===== config.mk =====
export PLATFORM = sky130hd
export DESIGN_NAME = tuner_i2c_regs
export DESIGN_NICKNAME = d
export VERILOG_FILES = /design/src/rtl/tpr_pkg.sv /design/src/rtl/tpr_bus_sync.sv /design/src/rtl/tpr_byte_fsm.sv /design/src/rtl/tpr_regfile.sv /design/src/rtl/tpr_commit.sv /design/src/rtl/tuner_i2c_regs.sv
export SDC_FILE = /design/constraint.sdc
export NUM_CORES = 1
export LEC_CHECK = 0
export BUFFER_PORTS_ARGS = -buffer_cell sky130_fd_sc_hd__buf_2
export CORE_UTILIZATION = 46
export CTS_BUF_LIST = sky130_fd_sc_hd__clkbuf_2 sky130_fd_sc_hd__clkbuf_4 sky130_fd_sc_hd__clkbuf_8
export CTS_CLUSTER_SIZE = 14
export DETAILED_ROUTE_END_ITERATION = 12
export GPL_ROUTABILITY_DRIVEN = 0
export SLEW_MARGIN = 40
export SYNTH_ARGS = -nofsm -noshare
export SYNTH_HDL_FRONTEND = slang
export SYNTH_HIERARCHICAL = 1
export SYNTH_SLANG_ARGS = --single-unit

===== constraint.sdc =====
create_clock -name clk -period 3.6 [get_ports clk]
set_clock_uncertainty 0.1 [all_clocks]
set_input_delay 0.18 -clock clk [delete_from_list [all_inputs] [get_ports clk]]
set_output_delay 0.18 -clock clk [all_outputs]
set_load 0.02 [all_outputs]

===== src/rtl/tpr_pkg.sv =====
package tpr_pkg;
    localparam int BYTE_W   = 8;
    localparam int BIT_W    = $clog2(BYTE_W);
    localparam int ADDR_W   = 7;
    localparam int SEL_W    = 2;
    localparam int RATIO_W  = 3;
    localparam int NUM_REGS = 5;
    localparam int PTR_W    = $clog2(NUM_REGS + 1);

    // register sequence order (the pointer walks it)
    localparam logic [PTR_W-1:0] IDX_DIV1 = PTR_W'(0);
    localparam logic [PTR_W-1:0] IDX_DIV2 = PTR_W'(1);
    localparam logic [PTR_W-1:0] IDX_CTRL = PTR_W'(2);
    localparam logic [PTR_W-1:0] IDX_AUX1 = PTR_W'(3);
    localparam logic [PTR_W-1:0] IDX_AUX2 = PTR_W'(4);
    localparam logic [PTR_W-1:0] IDX_SAT  = PTR_W'(NUM_REGS);

    typedef enum logic [2:0] {
        BS_IDLE,
        BS_ADDR,
        BS_ADDR_ACK,
        BS_DATA,
        BS_DATA_ACK,
        BS_SKIP
    } bus_state_e;

    typedef enum logic {
        CM_IDLE,
        CM_SETTLE
    } commit_state_e;
endpackage


===== src/rtl/tpr_bus_sync.sv =====
module tpr_bus_sync (
    input  logic clk,
    input  logic rst_n,
    input  logic scl_i,
    input  logic sda_i,
    output logic scl_s,
    output logic sda_s,
    output logic scl_rise,
    output logic scl_fall,
    output logic start_det,
    output logic stop_det
);
    logic scl_meta, sda_meta, scl_d, sda_d;

    always_ff @(posedge clk or negedge rst_n) begin
        if (!rst_n) begin
            scl_meta <= 1'b1;
            sda_meta <= 1'b1;
            scl_s    <= 1'b1;
            sda_s    <= 1'b1;
            scl_d    <= 1'b1;
            sda_d    <= 1'b1;
        end else begin
            scl_meta <= scl_i;
            sda_meta <= sda_i;
            scl_s    <= scl_meta;
            sda_s    <= sda_meta;
            scl_d    <= scl_s;
            sda_d    <= sda_s;
        end
    end

    always_comb begin
        scl_rise  = scl_s & ~scl_d;
        scl_fall  = ~scl_s & scl_d;
        start_det = scl_s & scl_d & sda_d & ~sda_s;
        stop_det  = scl_s & scl_d & ~sda_d & sda_s;
    end
endmodule


===== src/rtl/tpr_byte_fsm.sv =====
module tpr_byte_fsm
    import tpr_pkg::*;
#(
    parameter logic [ADDR_W-SEL_W-1:0] ADDR_HI = 5'b11000
) (
    input  logic              clk,
    input  logic              rst_n,
    input  logic              sda_s,
    input  logic              scl_rise,
    input  logic              scl_fall,
    input  logic              start_det,
    input  logic              stop_det,
    input  logic [SEL_W-1:0]  addr_sel,
    output logic              ack_drive,
    output logic              byte_stb,
    output logic [BYTE_W-1:0] byte_q,
    output logic              xfer_begin,
    output logic              xfer_end,
    output logic              bus_idle
);
    bus_state_e        state_q, state_nx;
    logic [BIT_W-1:0]  bit_cnt;
    logic              full_q;
    logic              match_q;
    logic [BYTE_W-1:0] shreg;
    logic [BYTE_W-1:0] shifted;
    logic [BYTE_W-1:0] own_write;
    logic              in_shift;
    logic              last_bit;

    assign shifted   = {shreg[BYTE_W-2:0], sda_s};
    assign own_write = {ADDR_HI, addr_sel, 1'b0};
    assign in_shift  = (state_q == BS_ADDR) || (state_q == BS_DATA);
    assign last_bit  = in_shift && scl_rise && !full_q
                       && (bit_cnt == BIT_W'(BYTE_W - 1));

    // state register
    always_ff @(posedge clk or negedge rst_n) begin
        if (!rst_n) state_q <= BS_IDLE;
        else        state_q <= state_nx;
    end

    // transitions
    always_comb begin
        state_nx = state_q;
        if (start_det) begin
            state_nx = BS_ADDR;
        end else if (stop_det) begin
            state_nx = BS_IDLE;
        end else begin
            unique case (state_q)
                BS_IDLE:     state_nx = BS_IDLE;
                BS_ADDR:     if (scl_fall && full_q)
                                 state_nx = match_q ? BS_ADDR_ACK : BS_SKIP;
                BS_ADDR_ACK: if (scl_fall) state_nx = BS_DATA;
                BS_DATA:     if (scl_fall && full_q) state_nx = BS_DATA_ACK;
                BS_DATA_ACK: if (scl_fall) state_nx = BS_DATA;
                BS_SKIP:     state_nx = BS_SKIP;
                default:     state_nx = BS_IDLE;
            endcase
        end
    end

    // bit shifter and byte strobe
    always_ff @(posedge clk or negedge rst_n) begin
        if (!rst_n) begin
            bit_cnt  <= '0;
            full_q   <= 1'b0;
            match_q  <= 1'b0;
            shreg    <= '0;
            byte_stb <= 1'b0;
            byte_q   <= '0;
        end else begin
            byte_stb <= 1'b0;
            if (start_det) begin
                bit_cnt <= '0;
                full_q  <= 1'b0;
            end else if (in_shift) begin
                if (scl_rise && !full_q) begin
                    shreg   <= shifted;
                    bit_cnt <= bit_cnt + BIT_W'(1);
                    if (last_bit) full_q <= 1'b1;
                end else if (scl_fall && full_q) begin
                    full_q  <= 1'b0;
                    bit_cnt <= '0;
                end
                if (last_bit && state_q == BS_ADDR)
                    match_q <= (shifted == own_write);
                if (last_bit && state_q == BS_DATA) begin
                    byte_stb <= 1'b1;
                    byte_q   <= shifted;
                end
            end
        end
    end

    // outputs
    always_comb begin
        ack_drive  = (state_q == BS_ADDR_ACK) || (state_q == BS_DATA_ACK);
        xfer_begin = (state_q == BS_ADDR) && scl_fall && full_q && match_q
                     && !start_det && !stop_det;
        xfer_end   = stop_det && ((state_q == BS_ADDR_ACK)
                     || (state_q == BS_DATA) || (state_q == BS_DATA_ACK));
        bus_idle   = (state_q == BS_IDLE);
    end
endmodule


===== src/rtl/tpr_regfile.sv =====
module tpr_regfile
    import tpr_pkg::*;
(
    input  logic              clk,
    input  logic              rst_n,
    input  logic              xfer_begin,
    input  logic              byte_stb,
    input  logic [BYTE_W-1:0] byte_q,
    input  logic              commit,
    output logic              div_pair,
    output logic [BYTE_W-1:0] div_hi,
    output logic [BYTE_W-1:0] div_lo,
    output logic [BYTE_W-1:0] ctrl1,
    output logic [BYTE_W-1:0] aux1,
    output logic [BYTE_W-1:0] aux2
);
    logic [PTR_W-1:0]          ptr_q;
    logic [PTR_W-1:0]          wr_idx;
    logic                      wr_en;
    logic                      first_q;
    logic                      got_div1, got_div2, got_ctrl;
    logic [BYTE_W-1:0]         stg_div1, stg_div2;
    logic [RATIO_W-1:0]        stg_ratio, ratio_q;
    logic [BYTE_W-1:RATIO_W]   ctrl_hi_q;

    always_comb begin
        if (first_q) wr_idx = byte_q[BYTE_W-1] ? IDX_CTRL : IDX_DIV1;
        else         wr_idx = ptr_q;
        wr_en = byte_stb && (wr_idx < IDX_SAT);
    end

    always_ff @(posedge clk or negedge rst_n) begin
        if (!rst_n) begin
            ptr_q     <= IDX_DIV1;
            first_q   <= 1'b0;
            got_div1  <= 1'b0;
            got_div2  <= 1'b0;
            got_ctrl  <= 1'b0;
            stg_div1  <= '0;
            stg_div2  <= '0;
            stg_ratio <= '0;
            ratio_q   <= '0;
            ctrl_hi_q <= '0;
            aux1      <= '0;
            aux2      <= '0;
            div_hi    <= '0;
            div_lo    <= '0;
        end else begin
            if (xfer_begin) begin
                ptr_q    <= IDX_DIV1;
                first_q  <= 1'b1;
                got_div1 <= 1'b0;
                got_div2 <= 1'b0;
                got_ctrl <= 1'b0;
            end else if (byte_stb) begin
                first_q <= 1'b0;
                if (wr_en) begin
                    ptr_q <= wr_idx + PTR_W'(1);
                    unique case (wr_idx)
                        IDX_DIV1: begin stg_div1 <= byte_q; got_div1 <= 1'b1; end
                        IDX_DIV2: begin stg_div2 <= byte_q; got_div2 <= 1'b1; end
                        IDX_CTRL: begin
                            ctrl_hi_q <= byte_q[BYTE_W-1:RATIO_W];
                            stg_ratio <= byte_q[RATIO_W-1:0];
                            got_ctrl  <= 1'b1;
                        end
                        IDX_AUX1: aux1 <= byte_q;
                        IDX_AUX2: aux2 <= byte_q;
                        default:  ;
                    endcase
                end
            end
            if (commit) begin
                div_hi <= stg_div1;
                div_lo <= stg_div2;
                if (got_ctrl) ratio_q <= stg_ratio;
            end
        end
    end

    assign div_pair = got_div1 & got_div2;
    assign ctrl1    = {ctrl_hi_q, ratio_q};
endmodule


===== src/rtl/tpr_commit.sv =====
module tpr_commit
    import tpr_pkg::*;
#(
    parameter int SETTLE_CYC = 500
) (
    input  logic clk,
    input  logic rst_n,
    input  logic xfer_end,
    input  logic div_pair,
    input  logic bus_start,
    output logic commit
);
    localparam int CNT_W = $clog2(SETTLE_CYC + 1);
    localparam logic [CNT_W-1:0] LAST = CNT_W'(SETTLE_CYC - 1);

    commit_state_e   state_q, state_nx;
    logic [CNT_W-1:0] cnt_q;

    always_ff @(posedge clk or negedge rst_n) begin
        if (!rst_n) state_q <= CM_IDLE;
        else        state_q <= state_nx;
    end

    always_comb begin
        state_nx = state_q;
        unique case (state_q)
            CM_IDLE:   if (xfer_end && div_pair) state_nx = CM_SETTLE;
            CM_SETTLE: if (bus_start || cnt_q == LAST) state_nx = CM_IDLE;
            default:   state_nx = CM_IDLE;
        endcase
    end

    always_ff @(posedge clk or negedge rst_n) begin
        if (!rst_n)                  cnt_q <= '0;
        else if (state_q == CM_IDLE) cnt_q <= '0;
        else                         cnt_q <= cnt_q + CNT_W'(1);
    end

    always_comb begin
        commit = (state_q == CM_SETTLE) && !bus_start && (cnt_q == LAST);
    end
endmodule


===== src/rtl/tuner_i2c_regs.sv =====
module tuner_i2c_regs
    import tpr_pkg::*;
#(
    parameter int                      CLK_HZ    = 10_000_000,
    parameter int                      SETTLE_US = 50,
    parameter logic [ADDR_W-SEL_W-1:0] ADDR_HI   = 5'b11000
) (
    input  logic              clk,
    input  logic              rst_n,
    input  logic              scl_i,
    input  logic              sda_i,
    input  logic [SEL_W-1:0]  addr_sel,
    output logic              sda_drive_low,
    output logic [BYTE_W-1:0] div_hi,
    output logic [BYTE_W-1:0] div_lo,
    output logic [BYTE_W-1:0] ctrl1,
    output logic [BYTE_W-1:0] aux1,
    output logic [BYTE_W-1:0] aux2
);
    localparam int SETTLE_CYC = (CLK_HZ / 1_000_000) * SETTLE_US;

    logic scl_s, sda_s, scl_rise, scl_fall, start_det, stop_det;
    logic byte_stb, xfer_begin, xfer_end, bus_idle, div_pair, commit;
    logic [BYTE_W-1:0] byte_q;

    tpr_bus_sync i_sync (
        .clk(clk), .rst_n(rst_n), .scl_i(scl_i), .sda_i(sda_i),
        .scl_s(scl_s), .sda_s(sda_s), .scl_rise(scl_rise), .scl_fall(scl_fall),
        .start_det(start_det), .stop_det(stop_det)
    );

    tpr_byte_fsm #(.ADDR_HI(ADDR_HI)) i_fsm (
        .clk(clk), .rst_n(rst_n), .sda_s(sda_s), .scl_rise(scl_rise),
        .scl_fall(scl_fall), .start_det(start_det), .stop_det(stop_det),
        .addr_sel(addr_sel), .ack_drive(sda_drive_low), .byte_stb(byte_stb),
        .byte_q(byte_q), .xfer_begin(xfer_begin), .xfer_end(xfer_end),
        .bus_idle(bus_idle)
    );

    tpr_regfile i_regs (
        .clk(clk), .rst_n(rst_n), .xfer_begin(xfer_begin), .byte_stb(byte_stb),
        .byte_q(byte_q), .commit(commit), .div_pair(div_pair),
        .div_hi(div_hi), .div_lo(div_lo), .ctrl1(ctrl1), .aux1(aux1), .aux2(aux2)
    );

    tpr_commit #(.SETTLE_CYC(SETTLE_CYC)) i_commit (
        .clk(clk), .rst_n(rst_n), .xfer_end(xfer_end), .div_pair(div_pair),
        .bus_start(start_det), .commit(commit)
    );
endmodule


---- After elaboration in Yosys (flattened, before gate mapping) ----
Index checks and enable logic that the tools add are counted.
operators by class
  add/subtract/negate cells ............... 3
  multiplexer cells ....................... 42
  bitwise gates (word level) .............. 15
  reductions and logical operators ........ 50
  equal/unequal tests ..................... 16
  $lt $le $gt $ge ......................... 1
operators by type and width
  kind                 count
  $mux 3               14
  $mux 1               24
  $reduce_and 3->1     8
  $reduce_and 4->1     5
  $logic_and 1x1->1    17
  $eq 3x2->1 const B   4
  $eq 3x3->1 const B   4
  $pmux 3 s4           1
  $reduce_bool 2->1    6
  $add 9x1->9 const B  1
  $eq 9x9->1 const B   1
  $mux 9               1
  $and 1x1->1          8
  $eq 8x8->1           1
  $ne 4x2->1 const B   2
  $not 1->1            7
  $add 3x1->3 const B  2
  $eq 3x1->1 const B   2
  $reduce_and 2->1     3
  $logic_or 1x1->1     5
  $ne 4x1->1 const B   1
  $logic_not 1->1      3
  $logic_not 3->1      1
  $lt 3x3->1 const B   1
  other kinds (5)      5
word-level totals
  input bits .............................. 6
  logic and storage cells ................. 156
  flip-flop bits (word level) ............. 106
  output and inout bits ................... 41

---- Depth between registers and ports, before layout ----
  depth in word-level cells ............... 9
  gate-level depth with buffers ........... 9
  depth with buffers taken out ............ 6

---- Cells and area by module ----
The synthesis kept the hierarchy.
modules (own cells, without submodules)
  module        area an instance (um2)  cells an instance  instances
  tpr_regfile   2,678.8                 167                1
  tpr_byte_fsm  1,234.9                 101                1
  tpr_commit    485.5                   46                 1
  tpr_bus_sync  190.2                   10                 1

---- Worst setup path before layout ----
Ideal clock, no wire load.
  kind .................................... register -> register
  start ................................... reg i_sync.sda_s
  end ..................................... reg i_regs.stg_div1[0]
  clock period less this slack ............ 2.672 ns
  setup time .............................. 0.125 ns
  cell stages (with the launch flop) ...... 10
  slack ................................... 0.928 ns
  buffers on the path ..................... 3
  required time ........................... 3.375 ns
  arrival ................................. 2.447 ns
  cell sequence ........................... dfstp_2 and4b_1 buf_6 or4b_4 nor3_4 nor2b_2 buf_6 and3_4 buf_6 mux2_4
on the way
  word-level cells in the longest chain between the ends .. 7
  elaborated cells on any way between the ends .. 9
  classes of those cells .................. 4 x bitwise; 5 x reduce/logical
ends and longest elaborated chain
  item                             line                  source
  start: declaration               tpr_bus_sync.sv:7     output logic sda_s,
  start signal: assignment         tpr_bus_sync.sv:27    sda_s <= sda_meta;
  $not 1->1                        tpr_bus_sync.sv:36    start_det = scl_s & scl_d & sda_d & ~sda_s;
  $and 1x1->1                      tpr_bus_sync.sv:36
  named net start_det              tuner_i2c_regs.sv:22  logic scl_s, sda_s, scl_rise, scl_fall, start_det, stop_det;
  $logic_not 1->1                  tpr_byte_fsm.sv:101   && !start_det && !stop_det;
  $logic_and 1x1->1 (2 in series)  tpr_byte_fsm.sv:101
  named net xfer_begin             tuner_i2c_regs.sv:23  logic byte_stb, xfer_begin, xfer_end, bus_idle, div_pair, commit;
  $not 1->1 (no line)              n/a
  $reduce_and 4->1 (no line)       n/a
  end signal: assignment           tpr_regfile.sv:39     stg_div1 <= '0;
  end signal: assignment           tpr_regfile.sv:60     IDX_DIV1: begin stg_div1 <= byte_q; got_div1 <= 1'b1; end
  end: declaration                 tpr_regfile.sv:22     logic [BYTE_W-1:0] stg_div1, stg_div2;
The timed path passes the listed nets, and every way through them passes these cells.
A chain may end at the register's enable or synchronous reset.

---- Worst setup path after layout ----
  start ................................... reg i_sync.sda_s
  end ..................................... reg i_regs.stg_div2[1]
on the way
  word-level cells in the longest chain between the ends .. 7
  elaborated cells on any way between the ends .. 9
  classes of those cells .................. 4 x bitwise; 5 x reduce/logical
ends and longest elaborated chain
  item                             line                  source
  $not 1->1                        tpr_bus_sync.sv:36
  $and 1x1->1                      tpr_bus_sync.sv:36
  named net start_det              tuner_i2c_regs.sv:22
  $logic_not 1->1                  tpr_byte_fsm.sv:101
  $logic_and 1x1->1 (2 in series)  tpr_byte_fsm.sv:101
  named net xfer_begin             tuner_i2c_regs.sv:23
  $not 1->1 (no line)              n/a
  $reduce_and 4->1 (no line)       n/a
  end signal: assignment           tpr_regfile.sv:40     stg_div2 <= '0;
  end signal: assignment           tpr_regfile.sv:61     IDX_DIV2: begin stg_div2 <= byte_q; got_div2 <= 1'b1; end
  end: declaration                 tpr_regfile.sv:22
The timed path passes the listed nets, and every way through them passes these cells.

==> key figures <==
Outcome
  – Status: complete, no violations

Die
  – Die W: slightly above 100 um
  – Die ar.: between 10000 and 15000 sq um
  – Core footprint: between 9000 and 10000 sq um
  – Initial Utilization: 47.1%
  – Rows: 36
  – Num ports: 47
  – Die height: about 100 um

Global route
  – Total Routing Usage GR: roughly 18%
  – Initial antenna violation count: 0
  – Gr ovfl total: 0
  – Largest net degree at the start of global routing: 56
  – Number of global-route vias before repair: around 2700
  – First-pass GRT wire length: roughly 14 mm

Timing
  – Hold Violations, Final: 0
  – Final TNS setup: 0 ns
  – RSZ-0062 raised after global routing: no
  – Final min period: roughly 2.8 ns
  – Worst-Margin Slew: between 0.6 and 0.7 ns
  – Tcrit/Tclk final: ~78%
  – Slew headroom: roughly 55%
  – WHS: 0.260 ns
  – Setup violators final: 0
  – FMAX: about 0.36 GHz
  – Pins Over Slew Limit: 0

Placed design
  – PortBufs: 46
  – Dpl hpwl: about 5.8 mm
  – Placed Area: roughly 4900 sq um
  – Placed insts: slightly below 500

Detailed routing
  – Initial drt markers: 72
  – DRC viols: 0
  – Final ANT Viol Nets: 0
  – Initial DRT Pass Iterations: 6
  – Vias per cell: ~5.3
  – WL per Instance: between 15 and 20 um
  – Via count: 2689
  – Final WL: approximately 8.3 mm

Critical path
  – Worst path cell trace: and4b_1 -> or4b_4 -> nor3_4 -> nor2b_2 -> nand3_2 -> mux2_2
  – WS Path Type: flop to flop
  – CP max FO: 10
  – Largest stage delay, worst path: 0.60 ns
  – Crit. End Element: flop
  – Crit path DAT: around 3.0 ns
  – CP max stage cell: or4b_4
  – CP startpoint kind: flop
  – CP Data Required Time: approximately 3.8 ns

Layout
  – NumNets Final: 389
  – Area grow syn2layout: 12.4%
  – Final Instance Count excl. Fillers: between 500 and 600
  – Finished Cell Area: slightly above 5000 sq um
  – Layout cells sized above 1: a little over two fifths
  – Area of the multi-input gates: about 1800 sq um
  – Fillers: a little under 900
  – Sequential cell area: around 2700 sq um
  – Inserted Diodes: 0

Power
  – Internal power: between 1.5 and 2 mW
  – Clock power share: between 20% and 30%
  – Switching share of total power: 26.8%
  – Max IR drop VDD: just under 0.3 mV
  – Power, Total: 2.31 mW
  – Leakage: approximately 2.6 nW
  – Reg power frac: approximately three fifths
  – Combinational power share: 11.2%
  – NetSw: a little over 600 uW
  – Power Density: 447 nW/um^2

Clocking
  – CTS sink cnt: around 110
  – CTS Buf Count: 9
  – Worst-skew pair later-pin latency: roughly 0.36 ns
  – Clock-pin slew on the worst setup and hold paths: approximately 0.1 ns
  – Clock buffer depth: 2
  – Clock root cell: clkbuf_8
  – CTS-repair resized insts: 0
  – CTS H-Tree Depth: 3
  – CTS tree: yes

Yosys
  – Cell count after synthesis: 323
  – Ys Warns: 6
  – Post-Syn Area: 4580 sq um
  – Mean Syn Cell Area: approximately 14 sq um
  – Syn nets: around 340

Worst hold path
  – Worst min path class: flop to flop

Run
  – Max_cap viols: 0
-- placed cells by master (no fill, tap or decap), types with 4 or more instances in the layout --
cell        n
inv_1      11
nor2b_1     9
o21ai_0    10
clkbuf_8   11
mux2_2     69
dfrtp_1   100
nand2_1     9
nand2b_1    4
and2_1      6
buf_2      45
mux2_4      8
nor2_1      5
a21oi_1     5
a21boi_0    4
dfstp_2     6
ha_1        8
-- flip-flops by register name (all words and copies together), names as in the netlist, 5 cells and up --
register and flops:
i_commit/cnt_q 9, i_fsm/byte_q 8, i_regs/stg_div2 8, i_regs/stg_div1 8, i_fsm/shreg 7, i_regs/div_hi 8, i_regs/ctrl_hi_q 5, i_regs/div_lo 8
i_regs/aux2 8, i_regs/aux1 8
-- layer usage --
layer / global-route usage, % / share of wire, % / vias up
li1: - / - / 1262
met1: 24.2 / 50 / 1369
met2: 27.4 / 45 / 47
met3: 2.67 / 2.9 / 11
met4: 8.24 / 1.9 / 0
met5: 0 / 0 / -
-- repair_timing --
item,CTS,global route
setup endpoints to repair,0,0
buffers inserted,0,0
hold buffers,3,0
endpoints found under the hold margin,53,0
-- worst paths after layout --
path / start / end / slack, ns / depth (start not counted)
max: i_sync/sda_s$_DFF_PN1_ / i_regs/stg_div2[1]$_DFFE_PN0P_ / 0.80 / 6
min: i_sync/sda_meta$_DFF_PN1_ / i_sync/sda_s$_DFF_PN1_ / 0.26 / 0
max reg2reg: i_sync/sda_s$_DFF_PN1_ / i_regs/stg_div2[1]$_DFFE_PN0P_ / 0.80 / 6
min reg2reg: i_sync/sda_meta$_DFF_PN1_ / i_sync/sda_s$_DFF_PN1_ / 0.26 / 0
max in group asynchronous: rst_n / i_sync/sda_d$_DFF_PN1_ / 2.32 / 3
min in group asynchronous: rst_n / i_regs/div_hi[2]$_DFFE_PN0P_ / 0.29 / 2
-- worst max-delay path: cells and delay by family, from the launching register on --
kind             cells  cell delay, ns
flip-flops           1            0.57
multiplexers         1            0.37
AND/OR/NAND/NOR      5            1.66
-- area by class of cell --
| class | instances | share of cell area, % |
|---|---|---|
| inverters | 12 | 0.923 |
| flip-flops and latches | 106 | 51.6 |
| repair buffers | 51 | 5.63 |
| clock inverters | 4 | 0.510 |
| well taps | 133 | 3.23 |
| multi-input cells | 195 | 35.1 |
| clock buffers | 11 | 2.94 |
-- power groups by stage --
stage	clock, mW	sequential [mW]	combinational, mW
floorplan	0	1.34	0.227
global placement	0	1.39	0.254
detailed placement	0	1.39	0.261
CTS	0.706	1.37	0.264
global route	0.749	1.38	0.292
finish	0.680	1.37	0.258
-- stage by stage --
step	setup WS (ns)	util, %
after floorplan	0.928	-
after global placement	0.842	50.8
after detailed placement	0.774	50.8
after CTS	0.761	53.0
after global routing	0.670	53.0
final	0.798	53.0
Note: power is estimated with default switching activity, not from simulation.
